## src/rtl/tmr_pkg.sv

```systemverilog
package tmr_pkg;

  typedef enum logic [1:0] {
    MODE_NORM = 2'b00,
    MODE_DUAL = 2'b01,
    MODE_CTC  = 2'b10,
    MODE_FAST = 2'b11
  } wave_mode_e;

endpackage

```

## src/rtl/tmr_tick_sel.sv

```systemverilog
module tmr_tick_sel #(
  parameter int SEL_W = 3,
  parameter int TAP_N = (1 << SEL_W) - 1
) (
  input  logic [SEL_W-1:0] sel,
  input  logic [TAP_N-1:0] taps,
  output logic             tick
);

  logic [TAP_N-1:0] hit;

  // select value g+1 picks tap g; select value 0 picks nothing
  for (genvar g = 0; g < TAP_N; g++) begin : g_tap
    assign hit[g] = taps[g] & (sel == SEL_W'(g + 1));
  end

  assign tick = |hit;

endmodule

```

## src/rtl/tmr_count_unit.sv

```systemverilog
module tmr_count_unit
  import tmr_pkg::*;
#(
  parameter int CNT_W = 8
) (
  input  logic             clk,
  input  logic             rst_n,
  input  logic             tick,
  input  wave_mode_e       mode,
  input  logic [CNT_W-1:0] cmp,
  input  logic             wr_en,
  input  logic [CNT_W-1:0] wr_data,
  output logic [CNT_W-1:0] cnt,
  output logic             dir_dn,
  output logic             ovf_evt,
  output logic             at_top,
  output logic             at_bottom
);

  localparam logic [CNT_W-1:0] MAXV = {CNT_W{1'b1}};
  localparam logic [CNT_W-1:0] ONE  = CNT_W'(1);

  typedef struct packed {
    logic [CNT_W-1:0] nxt;
    logic             dn;
    logic             ovf;
  } step_t;

  // next count, direction and overflow request for one tick
  function automatic step_t calc_step(input logic [CNT_W-1:0] c,
                                      input wave_mode_e       m,
                                      input logic             d,
                                      input logic [CNT_W-1:0] cv);
    step_t s;
    logic  eff;
    s = '0;
    case (m)
      MODE_DUAL: begin
        eff   = (c == MAXV) ? 1'b1 : ((c == '0) ? 1'b0 : d);
        s.nxt = eff ? (c - ONE) : (c + ONE);
        s.dn  = eff;
        s.ovf = eff && (c == ONE);
      end
      MODE_CTC: begin
        s.nxt = (c == cv) ? '0 : (c + ONE);
        s.dn  = 1'b0;
        s.ovf = (c == MAXV);
      end
      default: begin
        s.nxt = c + ONE;
        s.dn  = 1'b0;
        s.ovf = (c == MAXV);
      end
    endcase
    return s;
  endfunction

  logic [CNT_W-1:0] cnt_q;
  logic             dir_q;
  step_t            step;

  always_comb step = calc_step(cnt_q, mode, dir_q, cmp);

  always_ff @(posedge clk) begin
    if (!rst_n) begin
      cnt_q <= '0;
      dir_q <= 1'b0;
    end else begin
      if (wr_en) begin
        cnt_q <= wr_data;
      end else if (tick) begin
        cnt_q <= step.nxt;
        dir_q <= step.dn;
      end
      if (mode != MODE_DUAL) dir_q <= 1'b0;
    end
  end

  assign cnt       = cnt_q;
  assign dir_dn    = dir_q;
  assign ovf_evt   = tick & ~wr_en & step.ovf;
  assign at_top    = (cnt_q == MAXV);
  assign at_bottom = (cnt_q == '0);

endmodule

```

## src/rtl/tmr_ovf_flag.sv

```systemverilog
module tmr_ovf_flag (
  input  logic clk,
  input  logic rst_n,
  input  logic set,
  input  logic clr_w1c,
  input  logic ack,
  output logic flag
);

  always_ff @(posedge clk) begin
    if (!rst_n)              flag <= 1'b0;
    else if (set)            flag <= 1'b1;
    else if (clr_w1c || ack) flag <= 1'b0;
  end

endmodule

```

## src/rtl/updown_tmr_core.sv

```systemverilog
module updown_tmr_core
  import tmr_pkg::*;
#(
  parameter int CNT_W = 8,
  parameter int SEL_W = 3,
  parameter int MODE_W = 2,
  localparam int TAP_N = (1 << SEL_W) - 1
) (
  input  logic              clk,
  input  logic              rst_n,
  input  logic [SEL_W-1:0]  clk_sel,
  input  logic [TAP_N-1:0]  tap_i,
  input  logic [MODE_W-1:0] wave_mode,
  input  logic [CNT_W-1:0]  cmp_val,
  input  logic              cpu_wr_en,
  input  logic [CNT_W-1:0]  cpu_wr_data,
  input  logic              ovf_w1c,
  input  logic              int_ack,
  output logic [CNT_W-1:0]  cnt_o,
  output logic              dir_o,
  output logic              top_o,
  output logic              bottom_o,
  output logic              ovf_o
);

  logic       tick_w;
  logic       ovf_set_w;
  wave_mode_e mode_w;

  assign mode_w = wave_mode_e'(wave_mode);

  tmr_tick_sel #(.SEL_W(SEL_W), .TAP_N(TAP_N)) u_tick (
    .sel  (clk_sel),
    .taps (tap_i),
    .tick (tick_w)
  );

  tmr_count_unit #(.CNT_W(CNT_W)) u_cnt (
    .clk       (clk),
    .rst_n     (rst_n),
    .tick      (tick_w),
    .mode      (mode_w),
    .cmp       (cmp_val),
    .wr_en     (cpu_wr_en),
    .wr_data   (cpu_wr_data),
    .cnt       (cnt_o),
    .dir_dn    (dir_o),
    .ovf_evt   (ovf_set_w),
    .at_top    (top_o),
    .at_bottom (bottom_o)
  );

  tmr_ovf_flag u_ovf (
    .clk     (clk),
    .rst_n   (rst_n),
    .set     (ovf_set_w),
    .clr_w1c (ovf_w1c),
    .ack     (int_ack),
    .flag    (ovf_o)
  );

endmodule

```

## config.mk

```make
export PLATFORM = sky130hd
export DESIGN_NAME = updown_tmr_core
export DESIGN_NICKNAME = d
export VERILOG_FILES = /design/src/rtl/tmr_pkg.sv /design/src/rtl/tmr_tick_sel.sv /design/src/rtl/tmr_count_unit.sv /design/src/rtl/tmr_ovf_flag.sv /design/src/rtl/updown_tmr_core.sv
export SDC_FILE = /design/constraint.sdc
export NUM_CORES = 1
export LEC_CHECK = 0
export ABC_AREA = 1
export CORE_UTILIZATION = 40
export CTS_CLUSTER_DIAMETER = 150
export CTS_CLUSTER_SIZE = 24
export DETAILED_ROUTE_END_ITERATION = 8
export DONT_BUFFER_PORTS = 1
export PLACE_DENSITY = 0.63
export SYNTH_ARGS = -nofsm -noshare
export SYNTH_HDL_FRONTEND = slang
export SYNTH_SLANG_ARGS = --single-unit
export TNS_END_PERCENT = 100
```

## constraint.sdc

```tcl
create_clock -name clk -period 3.5 [get_ports clk]
set_clock_uncertainty 0.2 [all_clocks]
set_input_delay 0.175 -clock clk [delete_from_list [all_inputs] [get_ports clk]]
set_output_delay 0.175 -clock clk [all_outputs]
set_load 0.03 [all_outputs]
```

# Yosys cells after proc, flatten, opt, wreduce, memory -nomap -nowiden
# Index checks and enable logic that the tools add are counted.
# word_totals
regBits,10
inputBits,33
out_inout_bits,12
elab_cells,46
# classes
addsub,2
n_eq_ne,13
muxes,9
bitwise_logic,11
n_reduce_logical,8
# ops
cell,n
8-bit 2-to-1 mux,4
10-bit one-hot mux with 2 select lines,1
3-bit equality test (second input constant),4
1-bit bitwise AND,9
8-bit by 1-bit adder with 8-bit output (second input constant),1
8-bit by 1-bit equality test with 1-bit output (second input constant),1
8-bit equality test,1
8-bit equality test (second input constant),1
8-bit logical NOT,1
8-bit by 1-bit subtractor with 8-bit output (second input constant),1
7-bit OR reduction,1
3-bit by 2-bit equality test with 1-bit output (second input constant),2
1-bit 2-to-1 mux,4
2-bit nonzero test,2
3-bit by 1-bit equality test with 1-bit output (second input constant),1
2-bit by 1-bit equality test with 1-bit output (second input constant),1
2-bit equality test (second input constant),1
2-bit by 1-bit inequality test with 1-bit output (second input constant),1
1-bit NOT,2
2-bit AND reduction,1
2-bit OR reduction,1
1-bit logical AND,1
1-bit logical OR,1

# Logic depth before layout (Yosys ltp)
# Gate-level depths: netlist of run 1.
# logic_depth
word_depth,7
depth_mapped,13
depth_no_buf,12

# Cells and area by module
# A second synthesis of run 1 with hierarchy kept.
# unflattened
hier_cells,237
hier_area_um2,1396.3
# by_module_without_submodules
module,instances,cells_each,area_each_um2
tmr_count_unit,1,212,1252.5
tmr_tick_sel,1,18,90.1
tmr_ovf_flag,1,7,53.8

# Worst setup path before layout of run 1
# OpenSTA, ideal clock, no wires.
# synth_timing
kind,flip-flop to flip-flop
startpoint,reg u_cnt.cnt_q[0] (netlist: u_cnt.cnt[0])
endpoint,reg u_ovf.flag
arrival_time_ns,1.684
required_ns,3.234
slack_ns,1.550
stages_incl_launch_ff,10
path_buffers,0
cell_sequence,dfxtp_1 -> ha_1 -> nand2_1 -> nor2_2 -> nand2_2 -> inv_1 -> nand2_1 -> o21ai_1 -> a22oi_1 -> nor2_1
# synth_lines
element,line_no,source
"start, declared",tmr_count_unit.sv:58,logic [CNT_W-1:0] cnt_q;
"start signal, assigned",tmr_count_unit.sv:70,cnt_q <= wr_data;
"start signal, assigned",tmr_count_unit.sv:72,cnt_q <= step.nxt;
8-bit equality test (*),--,
net top_o,updown_tmr_core.sv:21,"output logic top_o,"
1-bit 2-to-1 mux,tmr_count_unit.sv:39,eff = (c == MAXV) ? 1'b1 : ((c == '0) ? 1'b0 : d);
1-bit logical AND,tmr_count_unit.sv:42,s.ovf = eff && (c == ONE);
10-bit one-hot mux with 2 select lines (*),tmr_count_unit.sv:37,case (m)
1-bit bitwise AND (*),tmr_count_unit.sv:81,assign ovf_evt = tick & ~wr_en & step.ovf;
1-bit 2-to-1 mux / 2-bit nonzero test (equally long branches),--,
"end signal, assigned",tmr_ovf_flag.sv:11,if (!rst_n) flag <= 1'b0;
"end signal, assigned",tmr_ovf_flag.sv:12,else if (set) flag <= 1'b1;
"end signal, assigned",tmr_ovf_flag.sv:13,else if (clr_w1c || ack) flag <= 1'b0;
"end, declared",tmr_ovf_flag.sv:7,output logic flag
# Mark *: on every way through the listed nets, which the timed path passes. The rest lies on a longest branch.
# A chain may end at the register's enable or synchronous reset.

# Final worst setup path of run 1
# layout_timing
startpoint,reg u_cnt.cnt_q[0] (netlist: u_cnt.cnt[0])
endpoint,reg u_cnt.dir_q (netlist: u_cnt.dir_dn)
# layout_between
elab_chain_len,4
# layout_lines
element,line_no,source
8-bit logical NOT,tmr_count_unit.sv:39,
1-bit 2-to-1 mux,tmr_count_unit.sv:39,
1-bit 2-to-1 mux (*),tmr_count_unit.sv:39,
10-bit one-hot mux with 2 select lines (*),tmr_count_unit.sv:37,
"end signal, assigned",tmr_count_unit.sv:73,dir_q <= step.dn;
"end, declared",tmr_count_unit.sv:59,logic dir_q;
# Mark *: on every way between the ends. The rest lies on a longest branch, timed or not.

==> results of run 1 <==
[cell type report]
cell class / count / area, um^2
sequential: 10 / 200
fill: 374 / 1660
tap: 44 / 55.1
timing repair buffer: 10 / 100
clock buffer: 3 / 22.5
inverter: 35 / 134
multi-input combinational: 187 / 985
[state kept, by name (all words and copies together) (netlist names)]
signal        count
u_cnt.cnt         8
u_cnt.dir_dn      1
u_ovf.flag        1
[cells in the mapped netlist]
cell,n,area share (%)
clkbuf_1,1,0.27
inv_4,1,0.46
o21ai_2,3,1.9
nand4_1,4,1.8
nor2_2,1,0.46
a21oi_1,7,2.6
nand3_1,18,6.6
buf_6,3,2.5
buf_4,1,0.55
xnor2_1,3,1.9
or2_2,2,0.91
inv_2,8,2.2
nand2_1,74,20
nand2_2,2,0.91
a22oi_1,1,0.55
o211ai_1,2,1.1
nand3_2,2,1.5
inv_1,24,6.6
xor2_1,8,5.1
o21ai_4,1,1.2
buf_2,1,0.37
dfxtp_1,10,15
o21ai_1,2,0.73
o21ai_0,6,2.2
nor3_4,1,1.2
and3_1,1,0.46
ha_1,6,5.5
nor3_2,1,0.73
nor2_1,35,9.6
nand3b_1,1,0.55
clkinv_1,2,0.55
nand2_4,2,1.6
a31oi_1,2,0.91
nor2_4,2,1.6
[final timing paths]
| kind | from | end | slack [ps] |
|---|---|---|---|
| worst max register to register | u_cnt.cnt[0] | u_cnt.dir_dn | 1040 |
| worst min register to register | u_ovf.flag | u_ovf.flag | 530 |
| worst min-delay path | ovf_w1c | u_ovf.flag | 2 |
| worst max-delay path | u_cnt.cnt[0] | u_cnt.dir_dn | 1040 |
[metrics by stage]
stage	util, %	instances	setup slack [ps]
global placement	43.6	276	1360
global route	47.5	289	875
floorplan	-	238	1550
finish	47.5	289	1040
CTS	47.5	289	1060
detailed placement	43.6	276	1320
[worst max-delay path, delay by kind of cell (launching register included)]
kind	cells	cell delay, ps
AND/OR/NAND/NOR	5	610
flip-flops	1	650
adder cells (fa/ha/maj)	1	260
AO/OA/AOI/OAI	1	120
buffers and inverters	1	550
[layout by cell type (no fill, tap or decap), types with 7 or more instances in the layout]
| cell type | Yosys | routed |
|---|---|---|
| dfxtp_1 | 10 | 10 |
| inv_1 | 24 | 24 |
| inv_2 | 8 | 8 |
| nand2_1 | 74 | 74 |
| dlygate4sd3_1 | 0 | 10 |
| nor2_1 | 35 | 35 |
| xor2_1 | 8 | 8 |
| nand3_1 | 18 | 18 |
| a21oi_1 | 7 | 7 |
[kinds of logic after synthesis]
group,share of synthesized area (%)
compound gates,11.2
xor+xnor,7.04
fa+ha+maj,5.48
buf+inv,13.4
flops,14.6
simple gates,48.3
[where the power goes]
part	switching, uW	internal (uW)	total, uW	leakage (uW)
clock network	42.6	39.8	82.4	0.0000138
registers	39.6	122	161	0.0000823
logic	94.9	60.0	155	0.000667
[layer usage]
layer | GRT usage, % | vias to the layer above | routed length [um]
met3 | 6.18 | 2 | 268
met4 | 2.92 | 0 | 17
met5 | 0 | - | 0
met2 | 35.3 | 47 | 1640
li1 | - | 760 | -
met1 | 28.6 | 600 | 1620
==> results.toml, run 1 <==
[run_status]
status = "completed"

[synth]
syn-mean-instance-area_um2 = 5.75
ys_seq_area_share_pct = 14.6
syn-cell-area_um2 = 1370
synth_fp_nets = 277
ys_ff_latch = 10
ys_types = 34
syn_inst = 238
synth_warnings = 0

[critical_path]
crit_type = "flop to flop"
critPathCaptureType = "flop"
path_cells = "ha_1 > nand2_1 > nor2_2 > nand2_2 > nand2_4 > nand2_4 > a21oi_1 > dlygate4sd3_1"
worstRegToRegCells = 8
cp_max_fo = 8
cpPeakStageDelay_ps = 650
cp_common_cell = "nand2_4"
cp-start-kind = "flop"
worstPathRequired_ps = 3520
critical_path_arrival_ps = 2480
crit_slowest_cell = "dfxtp_1"

[global_route]
grt_pass1_vias = 1261
antenna_found_initial = 0
globalRouteTotalUtil_pct = 21.5
grt_max_degree = 13
grt-ovfl-total = 0
grt_pass1_wl_mm = 5.77

[floorplanning]
initial_utilization_pct = 43.4
die_y_um = 60.5
rows = 20
fp.coreArea_um2 = 3150
die_x_um = 60.5
num_io_pins = 45
die_area_um2 = 3660

[routing]
first_pass_iters = 4
ant_nets = 0
wl_per_cell_um = 12.3
drc = 0
drt_wl_total_mm = 3.54
via_per_inst = 4.88
vias = 1409
drtIter0Drc = 73

[clocking]
clk_latency_ps = 270
numCtsBuffers = 3
cts_resized = 0
clock_sinks = 10
ctsHoldBuffers = 10
postCtsSetupBuffers = 0
cts_tree = "built"
cts_htree_levels = 1
cts_root_buf = "clkbuf_4"
path_clk_slew_ps = 70
clockBufferDepth = 2

[power]
p_leak_uw = 0.000763
total_power_uw = 399
ir_drop_v = 0.000129
powerDensity_nw_per_um2 = 266

[sta]
slew_violations = 0
worst_slew_margin_rel_pct = 46.7
fin_crit_sh_pct = 70.3
rsz0062_at_grt = "no"
tns_ps = 0
min_period_ps = 2460
final-setup-viol-count = 0
worst_pin_slew_ps = 798
max_freq_ghz = 0.406
hold_viol = 0
worst_hold_slack_ps = 1.73

[job]
max_cap_viol_count = 0

[place]
routabilityCongestion = 0.830
dpl.hpwl_mm = 2.78
place_area_um2 = 1370
port_buffers = 0

[finish]
final_cell_area_um2 = 1500
drive_gt1_share_pct = 11.8
area.growth.synth_to_final_pct = 9.32
nets = 286
n_antenna_cell = 0

[worst_hold_path]
holdCritPathClass = "primary input to flop"
whs_path_depth = 3
Note: power is estimated with default switching activity, not from simulation.
==> inputs of run 2 (changes only) <==
- PLACE_DENSITY: 0.63 -> 0.65
- clock period: 3.5 -> 2.1 ns (I/O delays scaled with it)
==> results.toml, run 2 (synthesis results as in run 1) <==
[sta]
rsz0062_at_grt = "no"
hold_viol = 0
fin_crit_sh_pct = 90.0
tns_ps = 0
min_period_ps = 1890
worst_hold_slack_ps = 80.8
max_freq_ghz = 0.529
slew_violations = 0
fin_ws_ps = 211
final-setup-viol-count = 0
worst_pin_slew_ps = 498
worst_slew_margin_rel_pct = 66.8

[routing]
drc = 0
ant_nets = 0
wl_per_cell_um = 11.8
first_pass_iters = 4
drtIter0Drc = 50
drt_wl_total_mm = 3.60
via_per_inst = 4.86
vias = 1476

[critical_path]
critical_path_arrival_ps = 1580
path_cells = "ha_1 > nand2_1 > nor2_2 > nand2_2 > inv_1 > buf_4"
crit_start = "u_cnt.cnt[1]"
crit_slowest_cell = "dfxtp_1"
cp-start-kind = "flop"
critical_path_buf_inv_count = 2
reg2reg_from = "u_cnt.cnt[1]"
cp_max_fo = 6
path_delay_family = "simple AND/OR/NAND/NOR gates"
crit_type = "flop to output pin"
worstPathRequired_ps = 1790
cpPeakStageDelay_ps = 420
critPathCaptureType = "output pin"

[global_route]
antenna_found_initial = 0
grt_pass1_wl_mm = 6.05
top_usage_layer = "met2"
gr-usage-met2_pct = 36.4
grt-ovfl-total = 0
grt_use_met3_pct = 5.97
grt_pass1_vias = 1397
globalRouteTotalUtil_pct = 21.7
grt_max_degree = 12
globalRouteMet1Util_pct = 28.1

[place]
port_buffers = 0
routabilityCongestion = 0.900
dpl.hpwl_mm = 2.81
dp_slack_ps = 236

[finish]
nets = 301
mostFrequentLayoutCell = "nand2_1"
area.growth.synth_to_final_pct = 18.1
largest_register_ffs = 8
n_antenna_cell = 0
final_cell_mix = "nand2_1 (74), nor2_1 (35), inv_1 (24)"
drive_gt1_share_pct = 15.8

[run_status]
status = "completed"

[clocking]
path_clk_slew_ps = 60
clk_latency_ps = 270
cts_htree_levels = 1
postCtsSetupBuffers = 0
cts_root_buf = "clkbuf_4"
clockBufferDepth = 2
cts_tree = "built"
clock_sinks = 10
numCtsBuffers = 3

[floorplanning]
rows = 20
fp.coreArea_um2 = 3150
die_area_um2 = 3660
die_y_um = 60.5
initial_utilization_pct = 43.4
num_io_pins = 45
die_x_um = 60.5

[power]
p_leak_uw = 0.000834
powerDensity_nw_per_um2 = 429
ir_drop_v = 0.000270

[job]
max_cap_viol_count = 0

[worst_hold_path]
holdCritPathClass = "primary input to flop"
hp-start = "clk_sel[2]"
==> run 2: changes by cell type in the layout (fill, tap and decap cells not counted) <==
cell           previous run  this run
dlygate4sd3_1            10        13
buf_4                     0        12
==> run 2: final cells by class <==
| cell class | instances | area [um^2] |
|---|---|---|
| Fill cell | 361 | 1540 |
| Multi-Input combinational cell | 187 | 985 |
| Timing Repair Buffer | 25 | 220 |
| Sequential cell | 10 | 200 |
| Inverter | 35 | 134 |
| Tap cell | 44 | 55.1 |
| Clock buffer | 3 | 22.5 |
==> run 2: worst register-to-register path: stages, from the launching register on <==
cell and delay (ps):
dfxtp_1 420, ha_1 210, nand2_1 100, nor2_2 190, nand2_2 130, nand2_4 110, nand2_4 80, o21ai_2 110
inv_1 40, nand2_1 50, nand2_1 50, a21oi_1 120
==> run 2: routing by layer <==
metal	wire (um)	share of wire [%]	vias up
met4	19	0.53	0
li1	-	-	787
met5	0	0	-
met1	1670	46	653
met2	1710	48	34
met3	195	5.4	2
==> run 2: metrics by stage <==
step | area, um^2 | util, % | instances | power [uW]
4_1_cts | 1620 | 51.3 | 304 | 697
3_3_place_gp | 1460 | 46.4 | 288 | 543
3_5_place_dp | 1460 | 46.4 | 288 | 542
2_1_floorplan | 1370 | - | 238 | 479
5_1_grt | 1620 | 51.3 | 304 | 756
6_report | 1620 | 51.3 | 304 | 694
==> run 2: timing repair <==
action                    4_1_cts  5_1_grt
hold buffers                   13        0
hold endpoints to repair       10        0
gates resized for setup         0        0
==> run 2: path summary, 6_finish.rpt <==
path / cells after the start / end / slack (ps)
worst max register to register: 11 / u_cnt.cnt[4] / 220
worst min-delay path: 4 / u_cnt.dir_dn / 80
worst min register to register: 2 / u_cnt.cnt[0] / 370
worst max-delay path: 6 / top_o / 210
==> run 2: where the power goes <==
group	switching, uW	internal, uW	total, uW	leakage, uW
Sequential	34.0	203	237	0.0000823
Combinational	197	126	322	0.000738
Clock	68.5	66.3	135	0.0000138
Total	299	395	694	0.000834
==> inputs of run 3 (changes only) <==
- CORE_UTILIZATION: 40 -> 57
- PLACE_DENSITY: 0.65 -> 0.84
==> results.toml, run 3 (synthesis results as in run 1) <==
[critical_path]
crit_type = "flop to flop"
critPathCaptureType = "flop"
critical_path_arrival_ps = 1880
cp_common_cell = "nand2_1"
cpPeakStageDelay_ps = 670
r2r_end = "u_cnt.cnt[4]"
worstPathRequired_ps = 2050
cp-start-kind = "flop"
reg2reg_from = "u_cnt.cnt[4]"
worstRegToRegCells = 10
cp_max_fo = 12
crit_slowest_cell = "dfxtp_1"
critical_path_buf_inv_count = 0
path_delay_family = "simple AND/OR/NAND/NOR gates"
path_cells = "xnor2_1 > nand2_1 > nor2_1 > nand2_1 > nand2_1 > nand3_2 > nand2_1 > nand2_1 > nand2_1 > a21oi_1"
reg2reg_setup_slack_ps = 180

[floorplanning]
fp.coreArea_um2 = 2230
die_area_um2 = 2600
die_y_um = 51.0
rows = 17
initial_utilization_pct = 61.3
num_io_pins = 45
die_x_um = 51.0

[power]
power.internal_uw = 430
powerDensity_nw_per_um2 = 463
p_leak_uw = 0.000831
combPwrFrac_pct = 43.3
pwr-share-seq_pct = 32.5
power_frac_clock_pct = 24.1
ir_drop_v = 0.000426
p_sw_share_pct = 41.7
p_sw_uw = 308

[sta]
worst_slew_margin_rel_pct = 63.2
rsz0062_at_grt = "no"
hold_viol = 0
worst_pin_slew_ps = 551
slew_violations = 0
min_period_ps = 1920
final-setup-viol-count = 0
worst_hold_slack_ps = 67.6
max_freq_ghz = 0.520
fin_crit_sh_pct = 91.6
tns_ps = 0

[worst_hold_path]
holdCritPathClass = "primary input to flop"
hold_path_end = "u_cnt.dir_dn"
hp-start = "clk_sel[2]"
whs_path_depth = 4

[clocking]
postCtsSetupBuffers = 0
clockBufferDepth = 2
cts_tree = "built"
clk_latency_ps = 270
path_clk_slew_ps = 70
cts_root_buf = "clkbuf_4"
numCtsBuffers = 3
clock_sinks = 10
cts_htree_levels = 1

[global_route]
grt_pass1_wl_mm = 5.68
grt-ovfl-total = 0
globalRouteTotalUtil_pct = 29.1
grt_pass1_vias = 1334
grt_max_degree = 13
antenna_found_initial = 0

[routing]
ant_nets = 0
drtIter0Drc = 80
wl_per_cell_um = 12.3
first_pass_iters = 4
vias = 1520
drc = 0
via_per_inst = 5.30
drt_wl_total_mm = 3.52

[finish]
largest_register_ffs = 8
final_cell_mix = "nand2_1 (74), nor2_1 (35), inv_1 (24)"
drive_gt1_share_pct = 15.4
nets = 299
nFillCells = 195
n_antenna_cell = 0
mostFrequentLayoutCell = "nand2_1"
area.growth.synth_to_final_pct = 16.5

[run_status]
status = "completed"

[place]
routabilityCongestion = 0.918
port_buffers = 0
dpl.hpwl_mm = 2.62

[job]
max_cap_viol_count = 0
==> run 3: area by class of cell <==
class	count	area [um^2]	area share, %
multi-input cells	187	985	61.7
inverters	35	134	8.39
clock buffers	4	36.3	2.27
well taps	28	35.0	2.20
repair buffers	23	205	12.9
flip-flops and latches	10	200	12.5
==> run 3: worst max-delay path by stage <==
stage / slack [ps] / start / endpoint / cells after the start
after global placement: 260 / u_cnt.cnt[4] / u_cnt.cnt[4] / 10
after CTS: 210 / u_cnt.cnt[1] / u_cnt.cnt[5] / 10
after global routing: 8 / u_cnt.cnt[3] / u_cnt.cnt[5] / 10
after floorplan: 150 / u_cnt.cnt[0] / u_ovf.flag / 9
final: 180 / u_cnt.cnt[4] / u_cnt.cnt[4] / 10
after detailed placement: 230 / u_cnt.cnt[4] / u_cnt.cnt[4] / 10
==> run 3: power by group through the flow <==
stage               combinational [uW]  clock, uW  sequential (uW)
floorplan                          232          0              247
global placement                   288          0              243
detailed placement                 293          0              244
CTS                                313        178              239
global route                       353        192              243
finish                             320        178              240
==> run 3: through the flow <==
stage | instance area, um^2 | std cells | util, % | setup slack (ps) | total power [uW]
3_3_place_gp | 1430 | 270 | 64.0 | 258 | 530
6_report | 1600 | 287 | 71.4 | 176 | 738
5_1_grt | 1600 | 287 | 71.4 | 7.80 | 787
3_5_place_dp | 1430 | 270 | 64.0 | 226 | 537
4_1_cts | 1600 | 287 | 71.4 | 210 | 731
2_1_floorplan | 1370 | 238 | - | 150 | 479
==> run 3: layer usage <==
layer / wire length [um] / part of all wire [%] / vias up / global-route usage [%]
li1: - / - / 787 / -
met1: 1530 / 44 / 657 / 34.4
met2: 1720 / 49 / 69 / 51.1
met3: 238 / 6.8 / 7 / 8.04
met4: 27 / 0.77 / 0 / 7.41
met5: 0 / 0 / - / 0
==> run 3: repair_timing <==
| action | CTS | global route |
|---|---|---|
| hold buffers | 13 | 0 |
| gates resized for setup | 0 | 0 |
| hold endpoints to repair | 10 | 0 |
==> run 3: worst register-to-register path, stage by stage (launching register included) <==
cell	delay, ps
dfxtp_1	670
xnor2_1	180
nand2_1	70
nor2_1	120
nand2_1	70
nand2_1	110
nand3_2	130
nand2_1	110
nand2_1	60
nand2_1	50
a21oi_1	50
